**config.mk**
```make
export PLATFORM = sky130hd
export DESIGN_NAME = pllsrch_engine
export DESIGN_NICKNAME = d
export VERILOG_FILES = /design/src/rtl/pllsrch_pkg.sv /design/src/rtl/pllsrch_divider.sv /design/src/rtl/pllsrch_bound.sv /design/src/rtl/pllsrch_engine.sv
export SDC_FILE = /design/constraint.sdc
export NUM_CORES = 2
export LEC_CHECK = 0
export CORE_MARGIN = 5
export CORE_UTILIZATION = 50
export DETAILED_ROUTE_END_ITERATION = 10
export PLACE_DENSITY = 0.66
export SYNTH_ARGS = -nofsm -noshare
export SYNTH_HDL_FRONTEND = slang
export SYNTH_HIERARCHICAL = 1
export SYNTH_SLANG_ARGS = --single-unit
export TNS_END_PERCENT = 20
```
**constraint.sdc**
```tcl
create_clock -name clk -period 15.05 [get_ports clk]
set_clock_uncertainty 0.05 [all_clocks]
set_input_delay 3.01 -clock clk [delete_from_list [all_inputs] [get_ports clk]]
set_output_delay 3.01 -clock clk [all_outputs]
set_load 0.1 [all_outputs]
```
**src/rtl/pllsrch_pkg.sv**
```systemverilog
package pllsrch_pkg;

  localparam int unsigned RATIO_W = 6;
  localparam int unsigned PL_LAST = 14;

  typedef enum logic [3:0] {
    S_IDLE, S_PVCO, S_HI, S_LO, S_PL, S_UF, S_NF, S_NCHK, S_VCO, S_LWV, S_DONE
  } srch_state_e;

  // post-divide ratio per table index; out-of-table index yields 1
  function automatic logic [RATIO_W-1:0] pl_ratio(input logic [3:0] idx);
    case (idx)
      4'd0:  pl_ratio = 6'd1;
      4'd1:  pl_ratio = 6'd2;
      4'd2:  pl_ratio = 6'd3;
      4'd3:  pl_ratio = 6'd4;
      4'd4:  pl_ratio = 6'd5;
      4'd5:  pl_ratio = 6'd6;
      4'd6:  pl_ratio = 6'd8;
      4'd7:  pl_ratio = 6'd10;
      4'd8:  pl_ratio = 6'd12;
      4'd9:  pl_ratio = 6'd16;
      4'd10: pl_ratio = 6'd12;
      4'd11: pl_ratio = 6'd16;
      4'd12: pl_ratio = 6'd20;
      4'd13: pl_ratio = 6'd24;
      4'd14: pl_ratio = 6'd32;
      default: pl_ratio = 6'd1;
    endcase
  endfunction

endpackage

```
**src/rtl/pllsrch_divider.sv**
```systemverilog
module pllsrch_divider #(
  parameter int unsigned W = 40
) (
  input  logic         clk,
  input  logic         rst_n,
  input  logic         start,
  input  logic [W-1:0] dividend,
  input  logic [W-1:0] divisor,
  output logic         done,
  output logic [W-1:0] quot,
  output logic [W-1:0] rem
);
  localparam int unsigned CW = $clog2(W + 1);

  logic [W-1:0]  q_r, r_r, b_r;
  logic [CW-1:0] cnt;
  logic          run;
  logic [W:0]    shifted, diff;
  logic          fits;

  assign shifted = {r_r, q_r[W-1]};
  assign fits    = shifted >= {1'b0, b_r};
  assign diff    = shifted - {1'b0, b_r};

  always_ff @(posedge clk or negedge rst_n) begin
    if (!rst_n) begin
      q_r  <= '0;
      r_r  <= '0;
      b_r  <= '0;
      cnt  <= '0;
      run  <= 1'b0;
      done <= 1'b0;
    end else begin
      done <= 1'b0;
      if (start) begin
        q_r <= dividend;
        r_r <= '0;
        b_r <= divisor;
        cnt <= CW'(W);
        run <= 1'b1;
      end else if (run) begin
        r_r <= fits ? diff[W-1:0] : shifted[W-1:0];
        q_r <= {q_r[W-2:0], fits};
        cnt <= cnt - CW'(1);
        if (cnt == CW'(1)) begin
          run  <= 1'b0;
          done <= 1'b1;
        end
      end
    end
  end

  assign quot = q_r;
  assign rem  = r_r;

  // the remainder feeding the ceiling step is below the divisor
  p_rem_below_r6: assert property (@(posedge clk) disable iff (!rst_n)
    (done && b_r != '0) |-> (r_r < b_r));

endmodule

```
**src/rtl/pllsrch_bound.sv**
```systemverilog
module pllsrch_bound
  import pllsrch_pkg::*;
#(
  parameter int unsigned W       = 40,
  parameter int unsigned DIV_MIN = 1,
  parameter int unsigned DIV_MAX = 32,
  parameter int unsigned PL_W    = 4
) (
  input  logic [W-1:0]    ratio_in,
  output logic [PL_W-1:0] idx_out
);
  logic [RATIO_W-1:0] clamped;

  always_comb begin
    if (ratio_in < W'(DIV_MIN))
      clamped = RATIO_W'(DIV_MIN);
    else if (ratio_in > W'(DIV_MAX))
      clamped = RATIO_W'(DIV_MAX);
    else
      clamped = ratio_in[RATIO_W-1:0];
    idx_out = PL_W'(PL_LAST);
    for (int i = PL_LAST - 1; i >= 0; i--) begin
      if (pl_ratio(4'(i)) >= clamped) idx_out = PL_W'(i);
    end
  end

endmodule

```
**src/rtl/pllsrch_engine.sv**
```systemverilog
module pllsrch_engine
  import pllsrch_pkg::*;
#(
  parameter int unsigned IN_W      = 24,
  parameter int unsigned W         = 40,
  parameter int unsigned MN_W      = 8,
  parameter int unsigned PL_W      = 4,
  parameter int unsigned M_MAX     = 255,
  parameter int unsigned N_MIN     = 8,
  parameter int unsigned N_MAX     = 255,
  parameter int unsigned VCO_MIN   = 1000000,
  parameter int unsigned VCO_MAX   = 2064000,
  parameter int unsigned CMP_MIN   = 12000,
  parameter int unsigned CMP_MAX   = 38000,
  parameter int unsigned DIV_MIN   = 1,
  parameter int unsigned DIV_MAX   = 32,
  parameter int unsigned SLACK_DEN = 50
) (
  input  logic            clk,
  input  logic            rst_n,
  input  logic            in_valid,
  output logic            in_ready,
  input  logic [IN_W-1:0] in_req_khz,
  input  logic [IN_W-1:0] in_ref_khz,
  output logic            busy,
  output logic            out_valid,
  input  logic            out_ready,
  output logic [MN_W-1:0] out_m,
  output logic [MN_W-1:0] out_n,
  output logic [PL_W-1:0] out_pl,
  output logic [W-1:0]    out_err,
  output logic            out_exact,
  output logic            out_found
);
  localparam logic [W-1:0] VMIN_W = W'(VCO_MIN);
  localparam logic [W-1:0] VMAX_W = W'(VCO_MAX);
  localparam logic [W-1:0] CMIN_W = W'(CMP_MIN);
  localparam logic [W-1:0] CMAX_W = W'(CMP_MAX);
  localparam logic [W-1:0] NMIN_W = W'(N_MIN);
  localparam logic [W-1:0] NMAX_W = W'(N_MAX);

  srch_state_e     state;
  logic            issued;
  logic [W-1:0]    tgt, refk, pvco, maxv, n_cur, n_top, vco;
  logic [PL_W-1:0] hi_idx, pl_idx, best_pl, bound_idx;
  logic [MN_W-1:0] m_cnt, best_m, best_n;
  logic [W-1:0]    best_err;
  logic            found;

  logic            div_start, div_done, div_state;
  logic [W-1:0]    div_a, div_b, div_q, div_r;
  logic [W-1:0]    ratio, vt, delta, pv_next;
  logic            m_last;

  assign ratio   = W'(pl_ratio(4'(pl_idx)));
  assign vt      = tgt * ratio;
  assign delta   = (div_q >= tgt) ? (div_q - tgt) : (tgt - div_q);
  assign pv_next = tgt + div_q;
  assign m_last  = (m_cnt == MN_W'(M_MAX));

  assign div_state = (state == S_PVCO) || (state == S_HI) || (state == S_LO) ||
                     (state == S_UF) || (state == S_NF) || (state == S_VCO) ||
                     (state == S_LWV);
  assign div_start = div_state && !issued;

  always_comb begin
    div_a = '0;
    div_b = W'(1);
    case (state)
      S_PVCO: begin div_a = tgt;                     div_b = W'(SLACK_DEN); end
      S_HI:   begin div_a = maxv + pvco - W'(1);     div_b = pvco;          end
      S_LO:   begin div_a = VMIN_W;                  div_b = pvco;          end
      S_UF:   begin div_a = refk;                    div_b = W'(m_cnt);     end
      S_NF:   begin div_a = vt * W'(m_cnt);          div_b = refk;          end
      S_VCO:  begin div_a = refk * n_cur;            div_b = W'(m_cnt);     end
      S_LWV:  begin div_a = vco + (ratio >> 1);      div_b = ratio;         end
      default: ;
    endcase
  end

  pllsrch_divider #(.W(W)) u_div (
    .clk(clk), .rst_n(rst_n), .start(div_start),
    .dividend(div_a), .divisor(div_b),
    .done(div_done), .quot(div_q), .rem(div_r)
  );

  pllsrch_bound #(.W(W), .DIV_MIN(DIV_MIN), .DIV_MAX(DIV_MAX), .PL_W(PL_W)) u_bound (
    .ratio_in(div_q), .idx_out(bound_idx)
  );

  always_ff @(posedge clk or negedge rst_n) begin
    if (!rst_n) begin
      state    <= S_IDLE;
      issued   <= 1'b0;
      tgt      <= '0;
      refk     <= '0;
      pvco     <= '0;
      maxv     <= '0;
      hi_idx   <= '0;
      pl_idx   <= '0;
      m_cnt    <= '0;
      n_cur    <= '0;
      n_top    <= '0;
      vco      <= '0;
      best_m   <= MN_W'(M_MAX);
      best_n   <= MN_W'(N_MIN);
      best_pl  <= PL_W'(1);
      best_err <= '1;
      found    <= 1'b0;
    end else begin
      if (div_start) issued <= 1'b1;
      if (div_done)  issued <= 1'b0;
      case (state)
        S_IDLE: if (in_valid) begin
          tgt      <= W'(in_req_khz) << 1;
          refk     <= W'(in_ref_khz);
          best_m   <= MN_W'(M_MAX);
          best_n   <= MN_W'(N_MIN);
          best_pl  <= PL_W'(1);
          best_err <= '1;
          found    <= 1'b0;
          state    <= S_PVCO;
        end
        S_PVCO: if (div_done) begin
          pvco  <= pv_next;
          maxv  <= (pv_next > VMAX_W) ? pv_next : VMAX_W;
          state <= S_HI;
        end
        S_HI: if (div_done) begin
          hi_idx <= bound_idx;
          state  <= S_LO;
        end
        S_LO: if (div_done) begin
          pl_idx <= bound_idx;
          state  <= S_PL;
        end
        S_PL: begin
          if (pl_idx > hi_idx) state <= S_DONE;
          else begin
            m_cnt <= MN_W'(1);
            state <= S_UF;
          end
        end
        S_UF: if (div_done) begin
          if (div_q < CMIN_W) begin
            pl_idx <= pl_idx + PL_W'(1);
            state  <= S_PL;
          end else if (div_q > CMAX_W) begin
            if (m_last) begin
              pl_idx <= pl_idx + PL_W'(1);
              state  <= S_PL;
            end else begin
              m_cnt <= m_cnt + MN_W'(1);
            end
          end else begin
            state <= S_NF;
          end
        end
        S_NF: if (div_done) begin
          if (div_q > NMAX_W) begin
            pl_idx <= pl_idx + PL_W'(1);
            state  <= S_PL;
          end else begin
            n_cur <= div_q;
            n_top <= div_q + W'(div_r != '0);
            state <= S_NCHK;
          end
        end
        S_NCHK: begin
          if (n_cur > n_top || n_cur > NMAX_W) begin
            if (m_last) begin
              pl_idx <= pl_idx + PL_W'(1);
              state  <= S_PL;
            end else begin
              m_cnt <= m_cnt + MN_W'(1);
              state <= S_UF;
            end
          end else if (n_cur < NMIN_W) begin
            n_cur <= n_cur + W'(1);
          end else begin
            state <= S_VCO;
          end
        end
        S_VCO: if (div_done) begin
          if (div_q >= VMIN_W && div_q <= maxv) begin
            vco   <= div_q;
            state <= S_LWV;
          end else begin
            n_cur <= n_cur + W'(1);
            state <= S_NCHK;
          end
        end
        S_LWV: if (div_done) begin
          if (delta < best_err) begin
            best_err <= delta;
            best_m   <= m_cnt;
            best_n   <= n_cur[MN_W-1:0];
            best_pl  <= pl_idx;
            found    <= 1'b1;
          end
          if (delta == '0) state <= S_DONE;
          else begin
            n_cur <= n_cur + W'(1);
            state <= S_NCHK;
          end
        end
        S_DONE: if (out_ready) state <= S_IDLE;
        default: state <= S_IDLE;
      endcase
    end
  end

  assign in_ready  = (state == S_IDLE);
  assign out_valid = (state == S_DONE);
  assign busy      = (state != S_IDLE) && (state != S_DONE);
  assign out_m     = best_m;
  assign out_n     = best_n;
  assign out_pl    = best_pl;
  assign out_err   = best_err;
  assign out_found = found;
  assign out_exact = found && (best_err == '0);

  p_accept_busy_r2: assert property (@(posedge clk) disable iff (!rst_n)
    (in_valid && in_ready) |=> (busy && !in_ready));

  p_result_hold_r3: assert property (@(posedge clk) disable iff (!rst_n)
    (out_valid && !out_ready) |=> (out_valid && $stable(out_m) && $stable(out_n) &&
                                   $stable(out_pl) && $stable(out_err) && $stable(out_found)));

  p_ncand_range_r6: assert property (@(posedge clk) disable iff (!rst_n)
    (state == S_VCO) |-> (n_cur >= NMIN_W && n_cur <= NMAX_W && n_cur <= n_top));

  p_vco_window_r7: assert property (@(posedge clk) disable iff (!rst_n)
    (state == S_LWV) |-> (vco >= VMIN_W && vco <= maxv));

  p_nomatch_default_r10: assert property (@(posedge clk) disable iff (!rst_n)
    (out_valid && !out_found) |-> (out_m == MN_W'(M_MAX) && out_n == MN_W'(N_MIN) &&
                                   out_pl == PL_W'(1) && !out_exact));

  p_pl_in_table_r11: assert property (@(posedge clk) disable iff (!rst_n)
    out_valid |-> (out_pl <= PL_W'(PL_LAST)));

endmodule

```
Yosys cells after proc, flatten, opt, wreduce, memory -nomap -nowiden

Memories as Yosys holds them, arrays and structs flattened.
Cells that the tools add are included.

Bits in registers: 458
Output and inout port bits: 65
Logic and storage cells: 235
ROM bits: 96
Memories: 1

Memories:

| memory          | words | bits a word | rd ports | clocked after Yosys merged registers in | write ports | line              | text |
|---|---|---|---|---|---|---|---|
| (no name shown) | 16    | 6           | 1        | 0                                       | 0           | pllsrch_pkg.sv:12 | `case (idx)` |

Multiply operators: 3
Magnitude comparators: 27
Add/sub/neg operators: 12
Multiplexer cells: 97
Equal/unequal tests: 36
Reductions and logical operators: 35
Bitwise operators: 1

Operators with widths:

| kind                                                             | number |
|---|---|
| 2-to-1 mux 40 bit                                                | 18 |
| one-hot mux 40 bit (7 select lines)                              | 1 |
| one-hot mux 40 bit (5 select lines)                              | 1 |
| one-hot mux 40 bit (4 select lines)                              | 1 |
| 2-to-1 mux 4 bit                                                 | 35 |
| 2-to-1 mux 8 bit                                                 | 12 |
| greater-than comparator 40 x 8 -> 1 bit (second input constant)  | 2 |
| zero test 40 bit                                                 | 2 |
| one-hot mux 40 bit (2 select lines)                              | 1 |
| one-hot mux 4 bit (11 select lines)                              | 1 |
| >= comparator 41 x 40 -> 1 bit                                   | 1 |
| adder 25 x 40 -> 40 bit                                          | 1 |
| adder 40 x 1 -> 40 bit                                           | 1 |
| adder 40 x 1 -> 40 bit (second input constant)                   | 1 |
| adder 40 bit                                                     | 1 |
| adder 40 x 5 -> 40 bit                                           | 1 |
| >= comparator 40 x 20 -> 1 bit (second input constant)           | 1 |
| >= comparator 40 x 25 -> 1 bit                                   | 1 |
| greater-than comparator 40 x 16 -> 1 bit (second input constant) | 1 |
| greater-than comparator 40 x 21 -> 1 bit (second input constant) | 1 |
| greater-than comparator 40 bit                                   | 1 |
| greater-than comparator 40 x 6 -> 1 bit (second input constant)  | 1 |
| <= comparator 40 bit                                             | 1 |
| < comparator 40 x 1 -> 1 bit (second input constant)             | 1 |
| other kinds (56)                                                 | 123 |

Longest topological paths before layout

Word-level depth: 18
Depth in mapped cells: 49
Gate-level depth less buffers: 48

Modules after synthesis

The synthesis kept the hierarchy.

Modules (own cells, without submodules):

| module          | area each (µm²) | times used | cells each | sequential area each (µm²) |
|---|---|---|---|---|
| pllsrch_engine  | 59970.0         | 1          | 7132       | 8320.5 |
| pllsrch_divider | 8329.2          | 1          | 968        | 3203.1 |
| pllsrch_bound   | 256.5           | 1          | 42         | 0.0 |

Worst setup path after synthesis

Ideal clock, no wire load.

Path kind: register -> register
Start point: register pl_idx[0]
End point: register u_div.q_r[37], in the netlist u_div/quot[37]
Buffers on the path: 1
Arrival time: 10195 ps
Slack: 4672 ps
Cell stages (with the launch flop): 45
Library setup time: 133 ps
Required time: 14867 ps
Cells stage by stage: dfrtp_1 inv_1 ha_1 mux4_2 inv_1 clkbuf_1 nor2_1 fa_1 fa_1 inv_1 fa_1 inv_1 ha_1 o21ai_0 a21boi_0 o21ai_0 a21boi_0 or2_2 [9 not listed] fa_1 inv_1 fa_1 inv_1 ha_1 and4_1 nor2b_1 o21ai_0 o211ai_1 a31oi_1 o31ai_1 a221o_1 a21oi_1 o21ai_0 xor2_1 a211o_1 nand2_1 o21ai_0

Word-level cells in the longest chain between the ends: 5

Ends and longest elaborated chain:

| element                               | line                  | text |
|---|---|---|
| start: declaration                    | pllsrch_engine.sv:45  | `logic [PL_W-1:0] hi_idx, pl_idx, best_pl, bound_idx;` |
| start signal: assignment              | pllsrch_engine.sv:134 | `pl_idx <= bound_idx;` |
| start signal: assignment              | pllsrch_engine.sv:146 | `pl_idx <= pl_idx + PL_W'(1);` |
| start signal: assignment              | pllsrch_engine.sv:150 | `pl_idx <= pl_idx + PL_W'(1);` |
| memory read (16 x 6 bit) *            | n/a                   |  |
| multiplier 24 x 6 -> 30 bit           | pllsrch_engine.sv:56  | `assign vt = tgt * ratio;` |
| multiplier 30 x 8 -> 38 bit           | pllsrch_engine.sv:74  | `S_NF: begin div_a = vt * W'(m_cnt); div_b = refk; end` |
| one-hot mux 40 bit (7 select lines) * | pllsrch_engine.sv:69  | `case (state)` |
| named net div_a[37]                   | pllsrch_engine.sv:51  | `logic [W-1:0] div_a, div_b, div_q, div_r;` |
| 2-to-1 mux 40 bit *                   | pllsrch_divider.sv:35 | `if (start) begin` |
| end signal: assignment                | pllsrch_divider.sv:36 | `q_r <= dividend;` |
| end signal: assignment                | pllsrch_divider.sv:43 | `q_r <= {q_r[W-2:0], fits};` |
| end: declaration                      | pllsrch_divider.sv:15 | `logic [W-1:0] q_r, r_r, b_r;` |

The timed path passes the listed nets; every way through them passes the cells marked *.
A chain may end at the register's enable or synchronous reset.

Worst setup path in the final report

Start point: register pl_idx[3]
End point: register u_div.q_r[38], in the netlist u_div/quot[38]

Same word-level chain as after synthesis.

==> summary.md <==
| Metric | Value |
|---|---|
| #FFs+latches synth | `~460` |
| Outcome | `finished clean` |
| Final min period | `12650 ps` |
| DR WL met3 | `roughly 25000 um` |
| Predominant post-synthesis flop cell | `dfrtp_1` |
| Max-cap violations | `0` |
| Skew-Pair Late Insertion Delay | `approximately 700 ps` |
| Setup WS post-layout | `~2400 ps` |
| P&R area growth vs syn | `7.240%` |
| Post-synthesis cell type count | `98` |
| Setup bufs post-CTS | `0` |
| Core area | `135800 um^2` |
| Iteration-0 DRC Markers | `6572` |
| Ranking of synthesized cells by area | `fa_1 24%, dfrtp_1 15%, ha_1 9.6%` |
| Fin. max-slew vios | `0` |
| Metal-1 WL | `101100 um` |
| Post-DP HPWL | `between 150000 and 200000 um` |
| Max H-tree Level | `2` |
| Global-route wire length before repair | `about 390000 um` |
| Critical Path AT | `13120 ps` |
| DR top layer | `met5` |
| Setup_tns | `0 ps` |
| Max clock buf depth | `3` |
| Number of global-route vias before repair | `between 60000 and 70000` |
| Relative slew slack | `15.19%` |
| Synth area leader | `fa_1` |
| Total gr overflow | `0` |
| Worst-Margin Slew | `around 1300 ps` |
| Initial Util | `50.48%` |
| CP dominant cell by count | `fa_1` |
| RePlAce Congestion | `1.067` |
| Largest net degree at the start of global routing | `around 140` |
| Fin nets | `9438` |
| I/O pin count | `between 100 and 150` |
| Post-Place Setup Slack | `between 2000 and 2500 ps` |
| Cts bufs inserted | `57` |
| CP Capture Type | `flip-flop` |
| Number of vias per cell | `between 6 and 7` |
| Initial antenna violation count | `22` |
| Met2 wire length | `around 110000 um` |
| DR vias | `around 60000` |
| CP max FO | `24` |
| Share of layout cells above drive strength 1 | `under 10%` |
| Crit path required time | `15520 ps` |
| Sink Count | `458` |
| Drt total wl | `256800 um` |
| Fin. Hold Viols | `0` |
| Post-CTS resize count | `0` |
| Buffers on Ports | `around 120` |
| Fillers | `between 10000 and 15000` |
| FP Rows | `around 140` |
| Pre-antenna DRT Iters | `8` |
| Critical path's slowest cell | `dfrtp_1` |
| Post-DR wirelength/cell | `roughly 26 um` |
| Post-synth EDFFs | `0` |
| DR DRC count | `0` |
| RSZ-0062 raised after global routing | `false` |
| Max stage delay on crit path | `between 800 and 900 ps` |
| CTS Root Cell | `clkbuf_16` |
| Tcrit/Tclk final | `84.04%` |
| Final setup fails | `0` |
| Tot GR Track Use | `35.02%` |
| Synthesized area | `68560 um^2` |
| Antenna viol nets, final | `0` |
| Mapped Nets | `about 9500` |
| Hold crit path type | `reg -> reg` |
| Synthesized area per cell | `8.420 um^2` |
| Ys Warns | `6` |
| Die span in y | `roughly 380 um` |
| CTS tree | `done` |
| Ys async rst share | `between 90% and 100%` |
| Cells after Synth | `slightly above 8000` |
| DIE AREA | `between 100000 and 150000 um^2` |
| Top cell type's share of synthesized area | `around a quarter` |
| Die Wd | `around 380 um` |
| Clk pin slew, worst setup/hold paths | `roughly 60 ps` |
| Achievable Freq | `a little under 80 MHz` |
| Setup crit start kind | `flip-flop` |
| Sequential share of the synthesized area | `approximately 17%` |
| Crit Path Class | `reg -> reg` |
| Cts hold-fix bufs | `0` |
[flip-flops by register name (all words and copies together) (netlist names)]
signal,flops
n_top,40
out_n,8
out_found,1
pvco,40
u_div/done,1
vco,40
tgt,24
pl_idx,4
state,4
u_div/run,1
u_div/rem,40
out_m,8
u_div/quot,40
maxv,40
hi_idx,4
out_err,40
issued,1
refk,24
u_div/cnt,6
u_div/b_r,40
out_pl,4
n_cur,40
m_cnt,8
[through the flow]
| stage | utilization [%] | std cells | hold WS [ps] | instance area [um^2] |
|---|---|---|---|---|
| finish | 54.14 | 9871 | 419.4 | 73520 |
| global route | 54.12 | 9863 | 437.4 | 73500 |
| CTS | 54.12 | 9862 | 421.1 | 73500 |
| detailed placement | 52.65 | 9755 | 412.1 | 71500 |
| global placement | 52.65 | 9755 | 406.0 | 71500 |
| floorplan | - | 8142 | 399.5 | 68560 |
[Yosys cell counts (50+ instances only)]
| master | count |
|---|---|
| a31oi_1 | 65 |
| nand4_1 | 85 |
| nor2_1 | 382 |
| mux2i_1 | 105 |
| a21boi_0 | 50 |
| ha_1 | 525 |
| fa_1 | 828 |
| and3_1 | 83 |
| inv_1 | 1287 |
| xnor2_1 | 188 |
| nand2b_1 | 73 |
| o21ai_0 | 374 |
| nor2b_1 | 55 |
| mux2_2 | 84 |
| dfrtp_1 | 408 |
| clkbuf_1 | 382 |
| a21oi_1 | 382 |
| nor3_1 | 109 |
| dfstp_2 | 50 |
| nand2_1 | 996 |
| a21o_1 | 171 |
| and2_1 | 464 |
| nand3_1 | 131 |
| nor4_1 | 59 |
| xor2_1 | 96 |
[cells in the final DEF, fill, tap and decap left out, types with 55 or more instances in the layout]
cell / n
nand4_1: 85
nor3_1: 107
ha_1: 525
a21o_1: 171
inv_1: 1287
nand3_1: 131
mux2i_1: 105
buf_4: 166
mux2_2: 84
and3_1: 83
a31oi_1: 65
a21oi_1: 381
o21ai_0: 372
clkdlybuf4s50_1: 115
xor2_1: 96
nor4_1: 58
fa_1: 828
nand2b_1: 73
nor2_1: 376
dfrtp_1: 404
xnor2_1: 188
nand2_1: 993
clkbuf_16: 57
nor2b_1: 55
and2_1: 463
[path summary, 6_finish.rpt]
check                           cells past startpoint             startpoint                          to  slack [ps]
worst min-delay path                                2   out_n[3]$_DFFE_PN1P_        out_n[3]$_DFFE_PN1P_         420
max in group asynchronous                           3                  rst_n        u_div/done$_DFF_PN0_       10350
worst min register to register                      2   out_n[3]$_DFFE_PN1P_        out_n[3]$_DFFE_PN1P_         420
worst max register to register                     40  pl_idx[3]$_DFFE_PN0P_  u_div/quot[38]$_DFFE_PN0P_        2400
min in group asynchronous                           1                  rst_n       out_pl[2]$_DFFE_PN0P_        2210
worst max-delay path                               40  pl_idx[3]$_DFFE_PN0P_  u_div/quot[38]$_DFFE_PN0P_        2400
[per-layer routing]
layer  global-route usage, %  up-vias
met5                       0        -
met4                   19.83       10
met3                   7.350      790
met2                   53.94     3002
met1                   46.05    30115
li1                        -    26399
[critical path: cells and delay by family (launching register included)]
family / cells / cell delay (ps)
AO/OA/AOI/OAI: 15 / 3280
XOR/XNOR: 1 / 730
adder cells (fa/ha/maj): 9 / 4160
buffers and inverters: 5 / 1330
flip-flops: 1 / 830
multiplexers: 2 / 750
AND/OR/NAND/NOR: 8 / 1370
[cell type report]
class	count	area [um^2]	share of cell area, %
multi-input cells	5946	50480	68.66
flip-flops and latches	458	11530	15.68
inverters	1287	4831	6.571
repair buffers	283	2432	3.308
well taps	1781	2228	3.031
clock buffers	72	1543	2.098
clock inverters	35	450.4	0.6127
diodes	9	22.52	0.03063
[kinds of logic (layout without fill, tap and decap cells)]
family	after synthesis	in the layout	synth area share, %
and+or+nand+nor	2556	2556	18.14
other	0	9	0
DFF	458	458	16.81
AOI/OAI and AO/OA	1562	1562	14.98
adders and majority gates	1353	1353	33.76
xor gates and xnor gates	285	285	3.652
buffers and inverters	1738	1677	9.711
muxes	190	190	2.946
Power is not shown: default switching activity piles up to over one toggle a cycle in this logic, so the estimate is an artifact.
